--- src/rtl/ldc_pkg.sv ---
package ldc_pkg;

    parameter int LDC_TS_W = 32;

    typedef logic [LDC_TS_W-1:0] ts_t;

    // Full set of stamps supplied for one node.
    typedef struct packed {
        ts_t fwd_rx_p0;
        ts_t fwd_tx_p1;
        ts_t ret_rx_p1;
        ts_t ret_tx_p0;
    } node_stamps_t;

    // Subset that must be remembered from the upstream neighbour.
    typedef struct packed {
        ts_t fwd_rx_p0;
        ts_t fwd_tx_p1;
        ts_t ret_rx_p1;
    } up_stamps_t;

    // Modulo subtraction; rollover of the node clock cancels out.
    function automatic ts_t ts_sub(input ts_t a, input ts_t b);
        return a - b;
    endfunction

    // Halved difference of two round trips, arithmetic shift.
    function automatic ts_t half_gap(input ts_t span_up, input ts_t span_dn);
        ts_t gap;
        gap = span_up - span_dn;
        return ts_t'($signed(gap) >>> 1);
    endfunction

endpackage

--- src/rtl/ldc_link_calc.sv ---
module ldc_link_calc
    import ldc_pkg::*;
(
    input  up_stamps_t up,
    input  ts_t        cur_fwd_rx_p0,
    input  ts_t        cur_ret_tx_p0,
    output ts_t        link_dly,
    output ts_t        up_residence,
    output ts_t        cur_turn
);

    ts_t span_up;
    ts_t span_dn;

    always_comb begin
        // Round trip seen by the upstream node on its outbound port.
        span_up      = ts_sub(up.ret_rx_p1, up.fwd_tx_p1);
        // Time the frame spent beyond the upstream cable, per current node.
        span_dn      = ts_sub(cur_ret_tx_p0, cur_fwd_rx_p0);
        link_dly     = half_gap(span_up, span_dn);
        up_residence = ts_sub(up.fwd_tx_p1, up.fwd_rx_p0);
        cur_turn     = span_dn;
    end

endmodule

--- src/rtl/ldc_chain_acc.sv ---
module ldc_chain_acc
    import ldc_pkg::*;
#(
    parameter int MAX_NODES = 16,
    localparam int IDX_W = (MAX_NODES > 1) ? $clog2(MAX_NODES) : 1
) (
    input  logic             clk,
    input  logic             rst,
    input  logic             fire,
    input  node_stamps_t     cur,
    input  logic             cur_last,
    output logic             res_valid,
    output logic [IDX_W-1:0] res_idx,
    output ts_t              res_cable,
    output ts_t              res_station,
    output logic             res_end,
    output ts_t              res_turn
);

    localparam logic [IDX_W-1:0] LAST_IDX = IDX_W'(MAX_NODES - 1);

    up_stamps_t       up_q;
    logic             have_up_q;
    ts_t              cable_q;
    ts_t              station_q;
    logic [IDX_W-1:0] idx_q;
    logic             end_q;
    ts_t              turn_q;
    logic             valid_q;

    ts_t              link_dly;
    ts_t              up_res;
    ts_t              cur_turn;

    logic [IDX_W-1:0] nxt_idx;
    ts_t              nxt_cable;
    ts_t              nxt_station;
    logic             nxt_end;

    ldc_link_calc u_link (
        .up            (up_q),
        .cur_fwd_rx_p0 (cur.fwd_rx_p0),
        .cur_ret_tx_p0 (cur.ret_tx_p0),
        .link_dly      (link_dly),
        .up_residence  (up_res),
        .cur_turn      (cur_turn)
    );

    always_comb begin
        if (have_up_q) begin
            nxt_idx     = idx_q + 1'b1;
            nxt_cable   = cable_q + link_dly;
            nxt_station = station_q + up_res;
        end else begin
            nxt_idx     = '0;
            nxt_cable   = '0;
            nxt_station = '0;
        end
        nxt_end = cur_last || (nxt_idx == LAST_IDX);
    end

    always_ff @(posedge clk) begin
        if (rst) begin
            up_q      <= '0;
            have_up_q <= 1'b0;
            cable_q   <= '0;
            station_q <= '0;
            idx_q     <= '0;
            end_q     <= 1'b0;
            turn_q    <= '0;
            valid_q   <= 1'b0;
        end else begin
            valid_q <= fire;
            if (fire) begin
                up_q.fwd_rx_p0 <= cur.fwd_rx_p0;
                up_q.fwd_tx_p1 <= cur.fwd_tx_p1;
                up_q.ret_rx_p1 <= cur.ret_rx_p1;
                have_up_q      <= !nxt_end;
                cable_q        <= nxt_cable;
                station_q      <= nxt_station;
                idx_q          <= nxt_idx;
                end_q          <= nxt_end;
                if (nxt_end) begin
                    turn_q <= cur_turn;
                end
            end
        end
    end

    assign res_valid   = valid_q;
    assign res_idx     = idx_q;
    assign res_cable   = cable_q;
    assign res_station = station_q;
    assign res_end     = end_q;
    assign res_turn    = turn_q;

    // a chain's head carries no accumulated delay
    p_head_zero_r2: assert property (@(posedge clk) disable iff (rst)
        (res_valid && res_idx == '0) |-> (res_cable == '0 && res_station == '0));

    // inside a chain the index steps by one
    p_idx_step_r8: assert property (@(posedge clk) disable iff (rst)
        (fire && res_valid && !res_end) |=> (res_idx == $past(res_idx) + 1'b1));

    // after a final node the next node restarts at zero
    p_restart_r8: assert property (@(posedge clk) disable iff (rst)
        (fire && res_valid && res_end) |=> (res_idx == '0 && res_cable == '0));

    // the highest index always closes the chain
    p_cap_r9: assert property (@(posedge clk) disable iff (rst)
        (res_valid && res_idx == LAST_IDX) |-> res_end);

    // turnaround only changes together with a chain end
    p_tail_hold_r7: assert property (@(posedge clk) disable iff (rst)
        !(res_valid && res_end) |-> $stable(res_turn));

endmodule

--- src/rtl/ldc_top.sv ---
module ldc_top
    import ldc_pkg::*;
#(
    parameter int MAX_NODES = 16,
    localparam int IDX_W = (MAX_NODES > 1) ? $clog2(MAX_NODES) : 1
) (
    input  logic             clk,
    input  logic             rst,
    input  logic             in_valid,
    output logic             in_ready,
    input  logic [31:0]      in_fwd_rx_p0,
    input  logic [31:0]      in_fwd_tx_p1,
    input  logic [31:0]      in_ret_rx_p1,
    input  logic [31:0]      in_ret_tx_p0,
    input  logic             in_last,
    output logic             out_valid,
    output logic [IDX_W-1:0] out_idx,
    output logic [31:0]      out_cable,
    output logic [31:0]      out_station,
    output logic             chain_done,
    output logic [31:0]      tail_turn
);

    node_stamps_t cur;
    logic         fire;
    logic         res_end;

    assign in_ready = !rst;
    assign fire     = in_valid && in_ready;

    always_comb begin
        cur.fwd_rx_p0 = in_fwd_rx_p0;
        cur.fwd_tx_p1 = in_fwd_tx_p1;
        cur.ret_rx_p1 = in_ret_rx_p1;
        cur.ret_tx_p0 = in_ret_tx_p0;
    end

    ldc_chain_acc #(
        .MAX_NODES (MAX_NODES)
    ) u_acc (
        .clk         (clk),
        .rst         (rst),
        .fire        (fire),
        .cur         (cur),
        .cur_last    (in_last),
        .res_valid   (out_valid),
        .res_idx     (out_idx),
        .res_cable   (out_cable),
        .res_station (out_station),
        .res_end     (res_end),
        .res_turn    (tail_turn)
    );

    assign chain_done = out_valid && res_end;

    // no result without an accepted node one edge earlier
    p_idle_quiet_r10: assert property (@(posedge clk) disable iff (rst)
        !(in_valid && in_ready) |=> !out_valid);

    // an accepted node always yields a result next cycle
    p_fire_result_r10: assert property (@(posedge clk) disable iff (rst)
        (in_valid && in_ready) |=> out_valid);

endmodule

--- config.mk ---
export PLATFORM = sky130hd
export DESIGN_NAME = ldc_top
export DESIGN_NICKNAME = d
export VERILOG_FILES = /design/src/rtl/ldc_pkg.sv /design/src/rtl/ldc_link_calc.sv /design/src/rtl/ldc_chain_acc.sv /design/src/rtl/ldc_top.sv
export SDC_FILE = /design/constraint.sdc
export NUM_CORES = 1
export LEC_CHECK = 0
export ABC_AREA = 1
export BUFFER_PORTS_ARGS = -buffer_cell sky130_fd_sc_hd__buf_2
export CAP_MARGIN = 20
export CORE_ASPECT_RATIO = 1.5
export CORE_UTILIZATION = 45
export CTS_CLUSTER_SIZE = 30
export DETAILED_ROUTE_END_ITERATION = 6
export HOLD_SLACK_MARGIN = 0.05
export PLACE_DENSITY = 0.7
export SKIP_LAST_GASP = 1
export SLEW_MARGIN = 0
export SYNTH_ARGS = -nofsm -noshare
export SYNTH_HDL_FRONTEND = slang
export SYNTH_SLANG_ARGS = --single-unit
--- constraint.sdc ---
create_clock -name clk -period 7.57 [get_ports clk]
set_input_delay 0.757 -clock clk [delete_from_list [all_inputs] [get_ports clk]]
set_output_delay 0.757 -clock clk [all_outputs]
set_load 0.005 [all_outputs]
==> out/metrics.cfg, run 1 <==
[status]
status = complete, no violations

[die]
core-area_sq_mm = 0.0327
fp.dieW_um = 151
ios = 235
die_y_um = 226
initial_utilization = 0.460
die_area_sq_mm = 0.0342
fp-row-count = 81

[clock_tree]
clkSinkCount = 199
cts-htree-levels = 4
clockBufferDepth = 2
worstSkewPairLatency_ns = 0.48
clkTransAtPathRegs_ns = 0.08
post_cts_buffers = 0
cts_root_buf = clkbuf_16
cts_inserted_buffers = 17
tritoncts = built
ctsHoldBuffers = 0
cts_resized = 0

[synth]
synth_edf_count = 0
yosysMostFrequentCell = inv_1
yosysSeqAreaShare = 0.264
ys_ff_latch = 199
post-synth-top-area-cell = dfxtp_1
yosysWarnings = 0
yosysUniqueCellTypes = 57
ys.flop_type = dfxtp_1
syn-cell-area_sq_mm = 0.0151
synth.area.top_cells = dfxtp_1, ha_1, a21oi_1
synth_nets = 2426
synth_cells = 2104
synth_async_sr_flop_share = 0
syn_area_per_cell_sq_um = 7.16
synth_top_area_share = 0.264
yosys-top-cells-count = inv_1, nand2_1, a21oi_1, nor2_1, dfxtp_1

[global_routing]
antenna_found_initial = 4
grt-ovfl-total = 0
grt_usage = 0.287
grt_pass1_vias = 14500
grt_pass1_wl_um = 74500
grt_max_degree = 69

[routing]
highest_layer = met4
drtIter0Drc = 826
wl_per_cell_um = 17.6
dr_wl_met2_um = 24100
route.detailed.drc = 0
vias = 14800
vias_per_cell = 5.41
final_antenna_net_count = 0
m1WireLength_um = 19400
routed_wl_um = 48300
wl_met3_um = 2250
firstDrtPassIters = 7

[job]
cap_violations = 0

[layout]
fin_area_sq_mm = 0.0172
fill_cells = 3246
post-route-util = 0.526
nNetsFinal = 2629
drive_above_1_share = 0.145
area_growth_pct = 14.3

[power]
pwr_density_cell_mw_per_mm2 = 274
clkPwrFrac = 0.209
pwr-share-comb = 0.542
net-switching-power_w = 0.00220
leakagePower_nw = 8.50
p_int_w = 0.00252
swShare = 0.466
peakVddDrop_v = 0.000151
pwr-share-seq = 0.249

[placed_design]
gp_congestion = 1.00
place_area_sq_mm = 0.0166
io_buffers = 234
post-dp-hpwl_um = 38900

[timing]
maxSlewViolCount = 0
setup_tns_ns = 0
max_freq_mhz = 159
clock_skew_ns = 0.0118
slew_headroom = 0.382
fin_crit_sh = 0.829
worst_slew_pin_slew_ns = 0.918
period_needed_ns = 6.27
hold_viol = 0
rsz0062_at_grt = false
finalSetupViolations = 0

[critical_path]
slowest_stage = fa_1
max_stage_delay_ns = 0.46
path_max_fanout = 5
critPathArrivalTime_ns = 6.67
crit_required_ns = 7.97
cp-start-kind = input pin
crit_type = in2reg
cp-end-kind = flop

[min_path]
min_path_type = reg2reg

[stage by stage]
step	cells	hold slack, ns	power, W	setup slack [ns]
after detailed placement	2703	0.446	0.00371	0.916
after global placement	2703	0.441	0.00368	0.974
after CTS	2735	0.459	0.00470	1.40
after global routing	2739	0.480	0.00509	0.894
after floorplan	2104	0.447	0.00304	1.96
final	2739	0.457	0.00472	1.30
[layer usage]
metal  vias up  track usage
li1       7360            -
met1      6854        0.331
met2       474        0.506
met3       120       0.0267
met4         0        0.167
met5         -            0
[flip-flops by register name, indices dropped and copies added (netlist names)]
| signal | cells |
|---|---|
| u_acc.up_q | 96 |
| u_acc.res_cable | 32 |
| u_acc.res_station | 32 |
| u_acc.res_turn | 32 |
| u_acc.res_idx | 4 |
| u_acc.have_up_q | 1 |
| u_acc.res_end | 1 |
| u_acc.res_valid | 1 |
[cell type report]
type	count	area (sq um)	share of cell area
multi-input cells	1508	9590	0.557
flip-flops and latches	199	3980	0.231
inverters	340	1280	0.0743
repair buffers	241	1230	0.0712
well taps	415	519	0.0302
clock buffers	17	425	0.0247
clock inverters	15	189	0.0110
diodes	4	10.0	0.000581
[critical path: cells and delay by family]
| family | cells | cell delay, ns |
|---|---|---|
| AO/OA/AOI/OAI | 14 | 2.74 |
| adder cells (fa/ha/maj) | 5 | 1.71 |
| AND/OR/NAND/NOR | 6 | 0.72 |
| XOR/XNOR | 2 | 0.49 |
| buffers and inverters | 4 | 0.26 |
[power groups by stage]
stage                     logic [W]  registers [W]  clock network (W)
final                       0.00256        0.00118           0.000988
after global routing        0.00287        0.00118            0.00104
after CTS                   0.00253        0.00117            0.00100
after detailed placement    0.00251        0.00120                  0
after global placement      0.00248        0.00120                  0
after floorplan             0.00186        0.00118                  0
[cells by family after synthesis]
kind of cell | after synthesis | share of synthesized area
xor+xnor | 64 | 0.0377
compound gates | 595 | 0.224
buf+inv | 397 | 0.0994
flops | 199 | 0.264
fa+ha+maj | 190 | 0.190
simple gates | 659 | 0.185
[path summary, 6_finish.rpt]
| kind | startpoint | to | slack (ns) | depth (start not counted) |
|---|---|---|---|---|
| max | in_ret_tx_p0[0] | u_acc.res_cable[26] | 1.30 | 31 |
| min | u_acc.res_turn[6] | u_acc.res_turn[6] | 0.46 | 2 |
| max reg2reg | u_acc.up_q[3] | u_acc.res_cable[26] | 2.77 | 21 |
| min reg2reg | u_acc.res_turn[6] | u_acc.res_turn[6] | 0.46 | 2 |
[placed cells by master (no fill, tap or decap), types with 5 or more instances in the layout]
master     synthesis  final
a211oi_1          39     39
a21o_1            13     13
a21oi_1          273    273
a21oi_2            7      7
a31oi_1           11     11
buf_2              6    233
buf_4              0      8
clkbuf_16          0     17
dfxtp_1          199    199
fa_1              64     64
ha_1             126    126
inv_1            332    332
inv_2              7      6
inv_6              0      6
nand2_1          326    326
nand2_2           10     10
nand3_1           54     54
nand3_2            8      8
nand4_1           12     12
nor2_1           205    205
nor2_2             5      5
nor3_1            14     14
o21a_1             8      8
o21ai_0          161    161
o21ai_1           29     29
o21bai_1          13     13
or2_2              6      6
xnor2_1           29     29
xor2_1            34     34
(Power assumes the default switching activity.)
==> inputs of run 2 (changes only) <==
--- a/config.mk
+++ b/config.mk
@@ -13,7 +13,7 @@
 export CTS_CLUSTER_SIZE = 30
 export DETAILED_ROUTE_END_ITERATION = 6
 export HOLD_SLACK_MARGIN = 0.05
-export PLACE_DENSITY = 0.7
+export PLACE_DENSITY = 0.72
 export SKIP_LAST_GASP = 1
 export SLEW_MARGIN = 0
 export SYNTH_ARGS = -nofsm -noshare
==> constraint.sdc (replaced) <==
create_clock -name clk -period 5.4 [get_ports clk]
set_input_delay 0.54 -clock clk [delete_from_list [all_inputs] [get_ports clk]]
set_output_delay 0.54 -clock clk [all_outputs]
set_load 0.005 [all_outputs]
==> run 2 against run 1 <==
  * The flow now finishes with violations (setup timing)
  * Combinational power up 100%
  * Via count grew 6.2%
  * Register-to-register slack worse by 1.7 ns
  * Non-clock buffer count up 249
  * Power rose by 74%
  * First-iteration DRC count decreased by 9.3%
  * Utilization grew 7.5 points
  * Count of clock-buffer cells in the layout stayed put
  * Wire length increased by 5.2%
  * Clock skew rose by 0.0022 ns
  * Critical path type unchanged
  * Largest cell class unchanged
==> out/metrics.cfg, run 2 (synthesis gave the netlist of run 1 again) <==
[status]
status = finished, violations left
violations = setup timing

[timing]
fin_crit_sh = 1.00
worst_slew_pin_slew_ns = 0.963  ; +0.0446 ns
finalSetupViolations = 2  ; +2
hold_viol = 0  ; unchanged
clock_skew_ns = 0.0141  ; +0.00225 ns
period_needed_ns = 5.42
max_freq_mhz = 184
finalWorstSetupSlack_ns = -0.0213  ; -1.32 ns
maxSlewViolCount = 0  ; unchanged
slew_headroom = 0.358  ; -0.0241
rsz0062_at_grt = true

[power]
swShare = 0.445  ; -0.0212
pwr-share-comb = 0.638  ; +0.096
clkPwrFrac = 0.161  ; -0.048
p_int_w = 0.00455  ; +81%
pwr-share-seq = 0.201  ; -0.048
net-switching-power_w = 0.00365  ; +66%
pwr_density_cell_mw_per_mm2 = 417  ; +52%
peakVddDrop_v = 0.000239  ; +59%
leakagePower_nw = 9.81  ; +15%

[clock_tree]
ctsHoldBuffers = 0  ; unchanged
cts-htree-levels = 4  ; unchanged
clkSinkCount = 199  ; unchanged
tritoncts = built
worstSkewPairLatency_ns = 0.47  ; about the same
clockBufferDepth = 2  ; unchanged
cts_inserted_buffers = 17  ; unchanged
clkTransAtPathRegs_ns = 0.08  ; about the same
cts_root_buf = clkbuf_16

[layout]
fill_cells = 3024  ; -6.8%
final_cell_mix = inv_1, nand2_1, buf_4
regMostFlops = u_acc.up_q
drive_above_1_share = 0.269  ; +0.124
nNetsFinal = 2878  ; +9.5%
post-route-util = 0.601  ; +0.0747
area_growth_pct = 30.5
largest_reg_flops = 96  ; unchanged
layout_commonest_cell = inv_1

[routing]
vias_per_cell = 5.27  ; -2.6%
wl_met3_um = 2150  ; -4.3%
final_antenna_net_count = 0  ; unchanged
route.detailed.drc = 0  ; unchanged
m1WireLength_um = 20400  ; +5.1%
dr_wl_met2_um = 25700  ; +6.6%
vias = 15700  ; +6.2%
highest_layer = met4
routed_wl_um = 50800  ; +5.2%
wl_per_cell_um = 17.0  ; -3.5%
firstDrtPassIters = 7  ; unchanged
drtIter0Drc = 749  ; -9.3%

[global_routing]
antenna_found_initial = 1  ; -3
grt_pass1_wl_um = 78200  ; +5.0%
grt_pass1_vias = 15500  ; +7.3%
grt-ovfl-total = 0  ; unchanged
grt_max_degree = 95  ; +38%
grt_usage = 0.299  ; +0.0129

[job]
cap_violations = 0  ; unchanged

[placed_design]
io_buffers = 234  ; unchanged
gp_congestion = 0.971  ; -2.9%
dp_slack_ns = -0.706  ; -1.62 ns
post-dp-hpwl_um = 39900  ; +2.5%

[critical_path]
crit_type = in2reg
critPathArrivalTime_ns = 5.82  ; -0.85 ns
max_stage_delay_ns = 0.48  ; +0.02 ns
path_max_fanout = 3  ; -2
cp-start-kind = input pin
cp-end-kind = flop
rr_startpoint = u_acc.up_q[3]
slowest_stage = fa_1
cp-startpoint = in_ret_tx_p0[0]
crit_required_ns = 5.80  ; -2.17 ns
crit_top_cell = a21oi_4

[die]
core-area_sq_mm = 0.0327  ; unchanged
initial_utilization = 0.460  ; unchanged
die_area_sq_mm = 0.0342  ; unchanged
fp-row-count = 81  ; unchanged
fp.dieW_um = 151  ; unchanged
die_y_um = 226  ; unchanged
ios = 235  ; unchanged

[min_path]
min_path_type = in2reg
min-delay-start = in_ret_rx_p1[0]

-- run 2: changes by cell type in the layout (fill, tap and decap cells not counted), sizes merged --
| cell | change |
|---|---|
| bufinv | -3 |
| clkinvlp | -2 |
| inv | +6 |
| clkinv | -1 |
| buf | +249 |
| diode | -3 |
-- run 2: area by class of cell --
type | instances | area, sq um | area share
Multi-Input combinational cell | 1508 | 10200 | 0.518
Sequential cell | 199 | 3980 | 0.203
Timing Repair Buffer | 490 | 3120 | 0.159
Inverter | 340 | 1280 | 0.0653
Tap cell | 415 | 519 | 0.0264
Clock buffer | 17 | 425 | 0.0216
Clock inverter | 15 | 150 | 0.00763
Antenna cell | 1 | 2.50 | 0.000127
-- run 2: routing by layer --
metal,vias up,track usage
met4,0,0.161
met1,7328,0.348
li1,7814,-
met5,-,0
met3,135,0.0323
met2,449,0.530
-- run 2: what timing repair did --
action	CTS	global route
resized for setup	16	140
pin swaps	4	75
cloned	0	0
setup buffers	0	9
setup endpoints to repair	6	18
-- run 2: path summary, 6_finish.rpt --
check | to | slack, ns | depth (start not counted)
max | u_acc.res_cable[31] | -0.02 | 36
min | u_acc.up_q[0] | 0.30 | 3
max reg2reg | u_acc.res_cable[26] | 1.08 | 22
min reg2reg | u_acc.res_turn[0] | 0.47 | 2
-- run 2: stage by stage --
stage | setup TNS, ns | hold WS [ns] | cell area [sq um] | cells | power (W)
after floorplan | 0 | 0.447 | 15100 | 2104 | 0.00426
after global placement | -5.88 | 0.441 | 18400 | 2943 | 0.00624
after detailed placement | -7.27 | 0.452 | 18400 | 2943 | 0.00631
after CTS | -0.0155 | 0.278 | 19000 | 2975 | 0.00770
after global routing | -1.55 | 0.303 | 19700 | 2985 | 0.00880
final | -0.0314 | 0.297 | 19700 | 2985 | 0.00820
-- run 2: power groups by stage --
stage,registers (W),logic [W],clock network [W]
2_1_floorplan,0.00166,0.00260,0
3_3_place_gp,0.00168,0.00457,0
3_5_place_dp,0.00168,0.00463,0
4_1_cts,0.00165,0.00471,0.00134
5_1_grt,0.00166,0.00574,0.00139
6_report,0.00165,0.00523,0.00132
-- run 2: worst max-delay path, delay by kind of cell --
kind                       cells  cell delay [ns]
adders and majority gates      5             1.59
and+or+nand+nor                7             0.56
xor gates and xnor gates       2             0.44
buffers and inverters          7             0.52
AOI/OAI and AO/OA             15             2.17
==> inputs of run 3 (changes only) <==
--- a/config.mk
+++ b/config.mk
@@ -5,10 +5,10 @@
 export SDC_FILE = /design/constraint.sdc
 export NUM_CORES = 1
 export LEC_CHECK = 0
-export ABC_AREA = 1
 export BUFFER_PORTS_ARGS = -buffer_cell sky130_fd_sc_hd__buf_2
 export CAP_MARGIN = 20
 export CORE_ASPECT_RATIO = 1.5
+export CORE_MARGIN = 5
 export CORE_UTILIZATION = 45
 export CTS_CLUSTER_SIZE = 30
 export DETAILED_ROUTE_END_ITERATION = 6
==> run 3 against run 2 <==
  * The flow still finishes with violations (setup timing)
  * Global-route usage is 5.3 points lower
  * Hold slack better by 0.0088 ns
  * Area after synthesis decreased by 3.7%
==> out/metrics.cfg, run 3 <==
[status]
status = finished, violations left
violations = setup timing

[synth]
yosysUniqueCellTypes = 78  ; +37%
ys.flop_type = dfxtp_1
ys_ff_latch = 199  ; unchanged
synth_cells = 1720  ; -18%
yosysMostFrequentCell = inv_1
syn_area_per_cell_sq_um = 8.44  ; +18%
synth_edf_count = 0  ; unchanged
synth.area.top_cells = dfxtp_1, ha_1, fa_1
syn-cell-area_sq_mm = 0.0145  ; -3.7%
synthSimpleGateAreaFrac = 0.137  ; -0.0486
synth_compound_area_frac = 0.184  ; -0.0401
synth_top_family_by_area = adder cells
yosys-top-cells-count = inv_1, dfxtp_1, nor2_1, ha_1, a21oi_1
post-synth-top-area-cell = dfxtp_1
synthXorXnorAreaFrac = 0.0682  ; +0.0305
synth_top_area_share = 0.275  ; +0.0102
yosysSeqAreaShare = 0.275  ; +0.0102
synth_fa_ha_area_frac = 0.197  ; +0.00733
synth_async_sr_flop_share = 0  ; unchanged
yosysWarnings = 0  ; unchanged
synth_nets = 2042  ; -16%
synthMuxAreaShare = 0.0690  ; +0.0690

[clock_tree]
clkSinkCount = 199  ; unchanged
ctsHoldBuffers = 0  ; unchanged
tritoncts = built
cts-htree-levels = 4  ; unchanged
cts_root_buf = clkbuf_16
clockBufferDepth = 2  ; unchanged
clkTransAtPathRegs_ns = 0.08  ; about the same
cts_inserted_buffers = 17  ; unchanged
worstSkewPairLatency_ns = 0.46  ; about the same

[critical_path]
crit_required_ns = 5.75  ; -0.05 ns
path_max_fanout = 5  ; +2
rrSetupSlack_ns = -0.05  ; -1.13 ns
reg2reg_depth = 22  ; unchanged
cp-end-kind = flop
rr_startpoint = u_acc.up_q[32]
slowest_stage = fa_1
critPathArrivalTime_ns = 6.70  ; +0.88 ns
cp-start-kind = input pin
r2r-end = u_acc.res_cable[31]
crit_top_cell = a21oi_2
crit_type = in2reg
max_stage_delay_ns = 0.48  ; about the same

[global_routing]
grt_max_degree = 78  ; -18%
grt_pass1_vias = 14200  ; -8.5%
grt_pass1_wl_um = 70600  ; -9.7%
grt-ovfl-total = 0  ; unchanged
grt_usage = 0.247  ; -0.0529
antenna_found_initial = 1  ; unchanged

[timing]
finalSetupViolations = 14  ; +12
rsz0062_at_grt = true
max_freq_mhz = 157  ; -15%
fin_crit_sh = 1.18  ; +0.172
hold_viol = 0  ; unchanged
worst_slew_pin_slew_ns = 0.887  ; -0.0759 ns
maxSlewViolCount = 0  ; unchanged
finalWorstSetupSlack_ns = -0.950  ; -0.929 ns
slew_headroom = 0.409  ; +0.0506
period_needed_ns = 6.35  ; +0.929 ns
clock_skew_ns = 0.0105  ; -0.00357 ns

[placed_design]
io_buffers = 234  ; unchanged
place_area_sq_mm = 0.0181  ; -1.8%
post-dp-hpwl_um = 35400  ; -11%
gp_congestion = 0.897  ; -7.6%

[power]
pwr_density_cell_mw_per_mm2 = 427  ; +2.4%
peakVddDrop_v = 0.000331  ; +39%
fin_total_pwr_w = 0.00827  ; +0.92%
leakagePower_nw = 9.57  ; -2.5%

[min_path]
min_path_type = in2reg
min-delay-start = in_ret_rx_p1[22]
worstHoldPathCells = 3  ; unchanged
min_to = u_acc.up_q[22]

[routing]
route.detailed.drc = 0  ; unchanged
final_antenna_net_count = 0  ; unchanged
drtIter0Drc = 588  ; -21%
routed_wl_um = 45900  ; -9.7%
vias_per_cell = 5.28  ; +0.28%
wl_per_cell_um = 17.6  ; +3.5%
firstDrtPassIters = 5  ; -2
vias = 13800  ; -12%

[die]
ios = 235  ; unchanged
initial_utilization = 0.456  ; -0.00453
die_y_um = 230  ; +1.7%
fp-row-count = 80  ; -1.2%
fp.dieW_um = 157  ; +3.4%
die_area_sq_mm = 0.0360  ; +5.2%
core-area_sq_mm = 0.0318  ; -2.8%

[layout]
post-route-util = 0.609  ; +0.00843
drive_above_1_share = 0.303  ; +0.0337
final_cell_mix = buf_4, buf_2, inv_1
area_growth_pct = 33.6
regMostFlops = u_acc.up_q
fin_area_sq_mm = 0.0194  ; -1.4%
layout_commonest_cell = buf_4
largest_reg_flops = 96  ; unchanged
nNetsFinal = 2503  ; -13%

[job]
cap_violations = 0  ; unchanged

[run 3: changes by cell type after synthesis, moves of 20 or more]
cell      change
o21ai_0      -73
mux2i_1     +100
nor2b_1      +22
a21o_1       +36
xnor2_1      +44
inv_1       -114
o21ai_1      -21
nand2_1     -251
a21oi_1     -149
nor2_1       -20
a211oi_1     -37
[run 3: metrics by stage]
stage	hold slack, ns	setup WS, ns	TNS (ns)	std cells
6_report	0.306	-0.950	-8.02	2605
2_1_floorplan	0.415	-0.971	-6.01	1720
4_1_cts	0.284	-0.915	-7.37	2595
3_3_place_gp	0.429	-1.53	-18.10	2554
3_5_place_dp	0.436	-1.62	-19.74	2554
5_1_grt	0.310	-1.28	-13.04	2605
[run 3: cell type report]
class | instances | area (sq um)
antenna | 1 | 2.50
inverter | 219 | 841
tap | 410 | 513
fill | 2777 | 12400
clock inverter | 9 | 67.6
sequential | 199 | 3980
multi-input combinational | 1249 | 10300
clock buffer | 23 | 478
timing repair buffer | 495 | 3200
[run 3: report_power, final]
part / internal [W] / total, W / leakage (nW) / switching (W)
logic: 0.00266 / 0.00532 / 7.67 / 0.00266
registers: 0.00159 / 0.00170 / 1.63 / 0.000103
clock network: 0.000632 / 0.00126 / 0.266 / 0.000627
total: 0.00489 / 0.00827 / 9.57 / 0.00339
[run 3: layer usage]
layer	share of wire	vias up	track usage	wire length, um
met5	0	-	0	0
met4	0.046	0	0.116	2120
met3	0.044	111	0.0376	2020
met2	0.54	352	0.466	24700
met1	0.37	6546	0.263	17100
li1	-	6754	-	-
[run 3: cell families after synthesis]
family          count (synthesis)
flops                         199
compound gates                416
fa+ha+maj                     190
simple gates                  430
buf+inv                       272
xor+xnor                      113
mux                           100
[run 3: critical path: cells and delay by family]
family | cells | cell delay (ns)
AOI/OAI and AO/OA | 15 | 2.61
adders and majority gates | 5 | 1.52
xor gates and xnor gates | 3 | 0.40
buffers and inverters | 4 | 0.33
and+or+nand+nor | 7 | 1.26
[run 3: worst max path at each step]
stage,from,endpoint,depth (start not counted)
after floorplan,in_fwd_rx_p0[1],u_acc.res_cable[31],34
after global placement,in_fwd_rx_p0[1],u_acc.res_cable[31],32
after detailed placement,in_fwd_rx_p0[1],u_acc.res_cable[29],36
after CTS,in_ret_tx_p0[0],u_acc.res_cable[31],34
after global routing,in_ret_tx_p0[0],u_acc.res_cable[31],36
final,in_ret_tx_p0[0],u_acc.res_cable[31],34
[run 3: timing repair]
item                       4_1_cts  5_1_grt
setup endpoints to repair       16       19
resized for setup               65       73
gates cloned                     0        0
setup buffers                   10       10
pin swaps                       52       78
